<file path="config.mk">
export PLATFORM = sky130hd
export DESIGN_NAME = reset_pulse_gen
export DESIGN_NICKNAME = d
export VERILOG_FILES = /design/src/rtl/rpg_pkg.sv /design/src/rtl/rpg_timer.sv /design/src/rtl/rpg_ctrl.sv /design/src/rtl/reset_pulse_gen.sv
export SDC_FILE = /design/constraint.sdc
export NUM_CORES = 1
export LEC_CHECK = 0
export ABC_CLOCK_PERIOD_IN_PS = 1900
export BUFFER_PORTS_ARGS = -buffer_cell sky130_fd_sc_hd__clkbuf_2
export CORE_AREA = 2 2 39 41
export CTS_CLUSTER_SIZE = 40
export DETAILED_ROUTE_END_ITERATION = 8
export DIE_AREA = 0 0 41 43
export PLACE_DENSITY = 0.8
export REMOVE_ABC_BUFFERS = 1
export SLEW_MARGIN = 10
export SYNTH_ARGS = -nofsm -noshare
export SYNTH_HDL_FRONTEND = slang
export SYNTH_SLANG_ARGS = --single-unit
</file>
<file path="constraint.sdc">
create_clock -name clk -period 1.9 [get_ports clk]
set_input_delay 0.38 -clock clk [delete_from_list [all_inputs] [get_ports clk]]
set_output_delay 0.38 -clock clk [all_outputs]
set_load 0.005 [all_outputs]
</file>
<file path="src/rtl/rpg_pkg.sv">
package rpg_pkg;

    typedef enum logic [1:0] {
        PG_IDLE = 2'd0,
        PG_COLD = 2'd1,
        PG_WARM = 2'd2
    } pulse_kind_t;

    typedef struct packed {
        logic strobe;
        logic cold;
    } pulse_req_t;

    function automatic int unsigned max_u(input int unsigned a, input int unsigned b);
        return (a > b) ? a : b;
    endfunction

    function automatic int unsigned cnt_bits(input int unsigned v);
        return (v < 2) ? 1 : $clog2(v + 1);
    endfunction

endpackage

</file>
<file path="src/rtl/rpg_timer.sv">
module rpg_timer #(
    parameter int unsigned CNT_W = 8,
    parameter int unsigned MAX_V = 100
) (
    input  logic             clk,
    input  logic             rst,
    input  logic             load,
    input  logic [CNT_W-1:0] load_val,
    input  logic             tick,
    output logic             expire
);
    logic [CNT_W-1:0] cnt_q;

    always_ff @(posedge clk) begin
        if (rst)
            cnt_q <= '0;
        else if (load)
            cnt_q <= load_val;
        else if (tick && cnt_q != '0)
            cnt_q <= cnt_q - 1'b1;
    end

    assign expire = tick && (cnt_q == CNT_W'(1));

    // the remaining count never exceeds the longest programmed width
    assert_cnt_bound_R2: assert property (@(posedge clk) disable iff (rst)
        cnt_q <= CNT_W'(MAX_V));

    // with no tick the counter holds its value
    assert_cnt_stall_R8: assert property (@(posedge clk) disable iff (rst)
        (!tick && !load) |=> $stable(cnt_q));
endmodule

</file>
<file path="src/rtl/rpg_ctrl.sv">
module rpg_ctrl
    import rpg_pkg::*;
#(
    parameter int unsigned CNT_W      = 8,
    parameter int unsigned COLD_TICKS = 100,
    parameter int unsigned WARM_TICKS = 10
) (
    input  logic             clk,
    input  logic             rst,
    input  pulse_req_t       req,
    input  logic             pwrok_in,
    input  logic             expire,
    output logic             load,
    output logic [CNT_W-1:0] load_val,
    output pulse_kind_t      kind
);
    pulse_kind_t kind_q, kind_d;

    always_comb begin
        kind_d   = kind_q;
        load     = 1'b0;
        load_val = CNT_W'(WARM_TICKS);
        unique case (kind_q)
            PG_IDLE: begin
                if (req.strobe) begin
                    if (req.cold) begin
                        if (pwrok_in) begin
                            kind_d   = PG_COLD;
                            load     = 1'b1;
                            load_val = CNT_W'(COLD_TICKS);
                        end
                    end else begin
                        kind_d = PG_WARM;
                        load   = 1'b1;
                    end
                end
            end
            PG_COLD, PG_WARM: if (expire) kind_d = PG_IDLE;
            default: kind_d = PG_IDLE;
        endcase
    end

    always_ff @(posedge clk) begin
        if (rst) kind_q <= PG_IDLE;
        else     kind_q <= kind_d;
    end

    assign kind = kind_q;

    // a cold strobe with power-good low leaves the block idle
    assert_cold_gate_R3: assert property (@(posedge clk) disable iff (rst)
        (kind_q == PG_IDLE && req.strobe && req.cold && !pwrok_in) |=> kind_q == PG_IDLE);

    // a running pulse keeps its kind until the timer expires
    assert_keep_kind_R6: assert property (@(posedge clk) disable iff (rst)
        (kind_q != PG_IDLE && !expire) |=> $stable(kind_q));

    // an expiring pulse returns to idle
    assert_end_R7: assert property (@(posedge clk) disable iff (rst)
        (kind_q != PG_IDLE && expire) |=> kind_q == PG_IDLE);
endmodule

</file>
<file path="src/rtl/reset_pulse_gen.sv">
module reset_pulse_gen
    import rpg_pkg::*;
#(
    parameter int unsigned COLD_TICKS = 100,
    parameter int unsigned WARM_TICKS = 10
) (
    input  logic clk,
    input  logic rst,
    input  logic req_strobe,
    input  logic req_cold,
    input  logic pwrok_in,
    input  logic tick_us,
    output logic pwrok_out,
    output logic init_req_n,
    output logic busy
);
    localparam int unsigned MAX_T = max_u(COLD_TICKS, WARM_TICKS);
    localparam int unsigned CNT_W = cnt_bits(MAX_T);

    pulse_req_t       req;
    pulse_kind_t      kind;
    logic             load, expire;
    logic [CNT_W-1:0] load_val;

    assign req.strobe = req_strobe;
    assign req.cold   = req_cold;

    rpg_ctrl #(
        .CNT_W(CNT_W), .COLD_TICKS(COLD_TICKS), .WARM_TICKS(WARM_TICKS)
    ) ctrl_i (
        .clk(clk), .rst(rst), .req(req), .pwrok_in(pwrok_in),
        .expire(expire), .load(load), .load_val(load_val), .kind(kind)
    );

    rpg_timer #(.CNT_W(CNT_W), .MAX_V(MAX_T)) timer_i (
        .clk(clk), .rst(rst), .load(load), .load_val(load_val),
        .tick(tick_us), .expire(expire)
    );

    assign pwrok_out  = pwrok_in && (kind != PG_COLD);
    assign init_req_n = (kind != PG_WARM);
    assign busy       = (kind != PG_IDLE);

    // a warm pulse passes power-good through untouched
    assert_warm_pwrok_R5: assert property (@(posedge clk) disable iff (rst)
        !init_req_n |-> pwrok_out == pwrok_in);

    // some pulse output is active whenever busy is set
    assert_busy_active_R7: assert property (@(posedge clk) disable iff (rst)
        busy |-> (!init_req_n || !pwrok_out));

    // busy cannot drop on a cycle without a tick
    assert_no_tick_R8: assert property (@(posedge clk) disable iff (rst)
        (busy && !tick_us) |=> busy);

    // a cold strobe with power-good low never starts a pulse
    assert_cold_ignored_R3: assert property (@(posedge clk) disable iff (rst)
        (!busy && req_strobe && req_cold && !pwrok_in) |=> !busy);
endmodule

</file>
-- Yosys cells after proc, flatten, opt, wreduce, memory -nomap -nowiden
Index checks and enable logic that the tools add are counted.
- add/sub/neg operators: 1
- muxes and demuxes: 15
- reduce and logical (&&, ||, !) cells: 9
- equality and inequality tests: 8
- operators by type and width (cell ; count):
    two-way mux 7 bit ; 6
    two-way mux 2 bit ; 4
    equality test 7 x 1 -> 1 bit, second input constant ; 1
    nonzero test 7 bit ; 1
    subtractor 7 x 1 -> 7 bit, second input constant ; 1
    two-way mux 1 bit ; 4
    inequality test 2 x 1 -> 1 bit, second input constant ; 2
    inequality test 2 bit, second input constant ; 2
    one-hot mux 2 bit (2 select lines) ; 1
    nonzero test 2 bit ; 2
    logical AND 1 bit ; 3
    inequality test 3 bit, second input constant ; 1
    AND reduction 3 bit ; 1
    equality test 2 x 1 -> 1 bit, second input constant ; 1
    equality test 2 bit, second input constant ; 1
    zero test 2 bit ; 1
    OR reduction 2 bit ; 1
- word-level logic and storage cells: 35
- bits of input ports: 6
- output and inout port bits: 3
- bits in registers: 9

-- Depth between registers and ports, before layout
- depth after elaboration: 5
- depth in mapped cells: 6

-- Hierarchy
From an unflattened synthesis, not the netlist that was laid out.
- cell total of the unflattened synthesis: 90
- area, all modules: 737.0 sq um
- by module, submodules not included (module ; cells an instance ; area an instance (sq um) ; times used ; sequential area each (sq um)):
    rpg_timer ; 58 ; 498.0 ; 1 ; 140.1
    rpg_ctrl ; 28 ; 211.5 ; 1 ; 40.0
    reset_pulse_gen ; 4 ; 27.5 ; 1 ; 0.0

-- Worst setup path after synthesis
Ideal clock, no wire load.
- path kind: register to register
- start: reg timer_i.cnt_q[0]
- end: reg timer_i.cnt_q[4]
- clock period less this slack: 1669 ps
- path slack: 231 ps
- buffers on the path: 0
- data arrival time: 1583 ps
- stages on the path, launching flop included: 7
- data required time: 1814 ps
- cell sequence: dfxtp_1 inv_1 ha_1 nor2b_2 o221a_2 or3_1 a211oi_1
- longest elaborated chain between the ends: 3
- elaborated cells between the ends (all ways): 6
- those cells by class: add/sub (1); mux (2); reduce/logical (3)
- ends and longest elaborated chain (item ; RTL line ; source):
    start: declaration ; rpg_timer.sv:12 ; logic [CNT_W-1:0] cnt_q;
    start signal: assignment ; rpg_timer.sv:18 ; cnt_q <= load_val;
    start signal: assignment ; rpg_timer.sv:20 ; cnt_q <= cnt_q - 1'b1;
    subtractor 7 x 1 -> 7 bit or nonzero test 7 bit (tied branches) ; rpg_timer.sv:20, rpg_timer.sv:19 ;
    two-way mux 7 bit or logical AND 1 bit (tied branches) ; rpg_timer.sv:19 ; else if (tick && cnt_q != '0)
    two-way mux 7 bit or nonzero test 2 bit (tied branches) ; n/a ;
Several ways; a longest one is shown, not always the timed one. The select of a mux whose other input is x is not followed.
A chain may end at the register's enable or synchronous reset.

-- Final worst setup path
Ends and elaborated chain as after synthesis.

==> impl_table.tex <==
\begin{tabular}{lr}
\hline
Metric & Value \\
\hline
\multicolumn{2}{l}{\textbf{Run status}} \\
Run status & complete, no violations \\
\multicolumn{2}{l}{\textbf{GRT}} \\
First-pass GRT wire length & around 2.4 mm \\
Pin count of the biggest net entering global routing & 10 \\
Number of global-route vias before repair & 604 \\
All-Layer GR Usage & about a fifth \\
Total congestion overflow & 0 \\
Antenna violations before repair & 0 \\
\multicolumn{2}{l}{\textbf{Clocking}} \\
Clock transition time at the flip-flop clock pins of the worst setup and hold paths & 0.06 ns \\
Number of H-tree levels & 1 \\
Clock Sink Count & 9 \\
Clock root cell & clkbuf\_4 \\
Clock tree from TritonCTS & done \\
CTS-repair resized insts & 0 \\
Insertion delay to the later sink of the worst-skew pair & 0.27 ns \\
Post-CTS Repair Setup Buffers & 0 \\
TritonCTS buffer count & 3 \\
Number of buffers added to fix hold violations after cts & 0 \\
Maximum count of clock buffers along a single path & 2 \\
\multicolumn{2}{l}{\textbf{STA}} \\
Endpoints failing setup & 0 \\
Final Max Tran Viols & 0 \\
Unrepaired setup endpoints after global routing & false \\
Worst Skew & roughly 0.0003 ns \\
Total count of hold-check failures in the final report & 0 \\
Fraction of the cycle the final worst path needs & 95.3\% \\
Post-layout minimum cycle time & 1.81 ns \\
Sum of negative setup slack & 0 ns \\
Worst-Margin Slew & 0.479 ns \\
Worst slew slack as a fraction of its limit & 67.7\% \\
Top achievable clock speed & 0.552 GHz \\
\multicolumn{2}{l}{\textbf{Yosys}} \\
Post-Synthesis Mean Instance Area & 7.70 um\^{}2 \\
Post-Syn Instances & 83 \\
Area of the mapped netlist & 639 um\^{}2 \\
Register area share after synthesis & 28.2\% \\
Number of synthesized register bits & 9 \\
Number of unique standard cell types used by synthesis & 29 \\
Count of synthesis-stage warnings from yosys & 0 \\
\multicolumn{2}{l}{\textbf{Power}} \\
Worst supply voltage drop on vdd & roughly 0.00051 V \\
Total internal power & 481 uW \\
Leak pwr & slightly above 0.3 nW \\
Power share of the clock group & 18.8\% \\
Gate power share & around 46\% \\
Total net switching power & roughly 320 uW \\
Relative contribution of sequential cells to total power & approximately a third \\
Pwr Density & 1090 mW/mm\^{}2 \\
Sw Share & between 30\% and 40\% \\
\multicolumn{2}{l}{\textbf{Worst setup path}} \\
Setup slack of the worst register-to-register path & 0.09 ns \\
Depth of the worst register-to-register path & 6 \\
Worst Path Max Fanout & 5 \\
Data required, critical path & 2.09 ns \\
Worst Setup Path Type & reg -> reg \\
Endpoint of the worst register-to-register path & timer\_i.cnt\_q[4] \\
Worst endpoint data arrival time & around 2 ns \\
Worst setup startpoint & timer\_i.cnt\_q[0] \\
FF-to-FF Start & timer\_i.cnt\_q[0] \\
Type of element launching the critical path & flip-flop \\
Setup crit end kind & flip-flop \\
\multicolumn{2}{l}{\textbf{Route}} \\
Total wire length after detailed routing & approximately 1.5 mm \\
Routed wirelength normalized by instance count & 13.3 um \\
Number of remaining DRC errors & 0 \\
Avg Vias per Cell & 5.92 \\
First-pass detailed-route iteration total & 4 \\
Initial detailed-routing violation count & 9 \\
Number of routed nets with antenna violations & 0 \\
Count of vias placed by the detailed router & around 660 \\
\multicolumn{2}{l}{\textbf{Cells and area}} \\
Area Growth Syn to Fin & 14.9\% \\
Commonest non-fill, non-tap cell in the layout & dfxtp\_1 \\
Layout net count & 107 \\
Most used cells in the layout excluding fill and tap cells & 9 x dfxtp\_1, 8 x inv\_1, 8 x clkbuf\_2 \\
Fraction of final layout cells with drive strength greater than 1 & 18.9\% \\
Area of all placed cells without fillers & 734 um\^{}2 \\
Number of inserted diodes & 0 \\
\multicolumn{2}{l}{\textbf{Flow run}} \\
Count of maximum capacitance violations & 0 \\
\multicolumn{2}{l}{\textbf{Place}} \\
HPWL reported at the end of detailed placement & between 1 and 1.5 mm \\
GP Congestion & 0.909 \\
Placement Cell Area & 703 um\^{}2 \\
IO buf count & 8 \\
\multicolumn{2}{l}{\textbf{Floorplanning}} \\
Placement Rows & 14 \\
Area of the placeable core & about 0.0014 mm\^{}2 \\
Die span in y & 43 um \\
Effective utilization at floorplan & between 40\% and 50\% \\
Die ar. & 0.00176 mm\^{}2 \\
Horiz. Die Dim & 41 um \\
Num ports & 9 \\
\multicolumn{2}{l}{\textbf{Hold path}} \\
Count of cells along the worst hold path & 2 \\
Terminating pin of the worst hold path & ctrl\_i.kind[0] \\
Startpoint of the worst hold path & rst \\
Path category of the worst min-delay check & in -> reg \\
\hline
\end{tabular}
-- metal layers --
layer  wire, um  vias up  track usage [%]  part of all wire (%)
li1           -      328                -                     -
met1        681      303             25.2                    46
met2        696       21             32.2                    47
met3         48        5             1.57                   3.2
met4         53        0             14.0                   3.6
met5          0        -                0                     0
-- worst max path at each step --
| stage | to | slack, ns | cells past startpoint |
|---|---|---|---|
| floorplan | timer_i.cnt_q[4] | 0.23 | 6 |
| global placement | timer_i.cnt_q[4] | 0.19 | 6 |
| detailed placement | timer_i.cnt_q[4] | 0.11 | 6 |
| CTS | timer_i.cnt_q[4] | 0.07 | 6 |
| global route | timer_i.cnt_q[4] | 0.02 | 6 |
| finish | timer_i.cnt_q[4] | 0.09 | 6 |
-- worst max-delay path: stages (launching register included) --
cell and delay, ns:
dfxtp_1 0.35, inv_1 0.08, ha_1 0.23, nor2b_2 0.20, o221a_2 0.29, or3_1 0.37
a211oi_2 0.22
-- stage by stage --
stage | worst slack [ns] | std cells | hold WS, ns | total power [mW] | utilization (%)
global route | 0.0152 | 111 | 0.461 | 0.862 | 53.1
finish | 0.0900 | 111 | 0.411 | 0.798 | 53.1
floorplan | 0.231 | 82 | 0.449 | 0.550 | -
CTS | 0.0693 | 111 | 0.406 | 0.795 | 52.7
global placement | 0.187 | 107 | 0.494 | 0.630 | 50.8
detailed placement | 0.112 | 107 | 0.489 | 0.642 | 50.8
-- cells in the mapped netlist --
cell      instances  area share, %
nand3_1           4            3.1
o41ai_1           1            1.4
o31ai_1           1            1.2
nor2_1            6            3.5
a21o_1            2            2.3
o31a_1            1            1.4
dfxtp_1           9             28
xnor2_1           1            1.4
nand2b_1          3            2.9
and4_1            1            1.4
ha_1              5            9.8
a211oi_1          3            3.5
inv_1             8            4.7
buf_1             1           0.59
nor3_1            7            5.5
or4_4             1            1.8
or2_2             1           0.98
nor2b_2           1            1.4
nor2b_1           2            2.0
and2_1            1           0.98
nand2_1           7            4.1
o21ai_1           1           0.78
or3_1             1           0.98
a32oi_1           3            4.1
o221ai_1          1            1.4
o21ai_0           4            3.1
a21oi_1           5            3.9
o221a_2           1            1.8
o211ai_2          1            2.0
-- state kept, by name, summed over array words and instances (netlist names) --
signal / count
ctrl_i.kind: 2
timer_i.cnt_q: 7
-- cells by family (layout without fill, tap and decap cells) --
kind of cell / count (synthesis) / count (layout) / synth area share (%)
AO/OA/AOI/OAI: 24 / 24 / 26.8
adder cells (fa/ha/maj): 5 / 5 / 9.78
XOR/XNOR: 1 / 1 / 1.37
buffers and inverters: 9 / 21 / 5.28
AND/OR/NAND/NOR: 35 / 35 / 28.6
flip-flops: 9 / 9 / 28.2
-- area by class of cell --
class	count	area (um^2)
clock buffers	4	26.3
fillers	141	649
inverters	8	30.0
multi-input cells	65	430
flip-flops and latches	9	180
well taps	16	20.0
repair buffers	9	47.5
-- power groups by stage --
| stage | Sequential, mW | Clock (mW) | Combinational, mW |
|---|---|---|---|
| 2_1_floorplan | 0.273 | 0 | 0.277 |
| 3_3_place_gp | 0.283 | 0 | 0.347 |
| 3_5_place_dp | 0.286 | 0 | 0.356 |
| 4_1_cts | 0.281 | 0.154 | 0.360 |
| 5_1_grt | 0.291 | 0.158 | 0.413 |
| 6_report | 0.282 | 0.150 | 0.367 |
No activity file was read; power rests on OpenSTA's default activity.
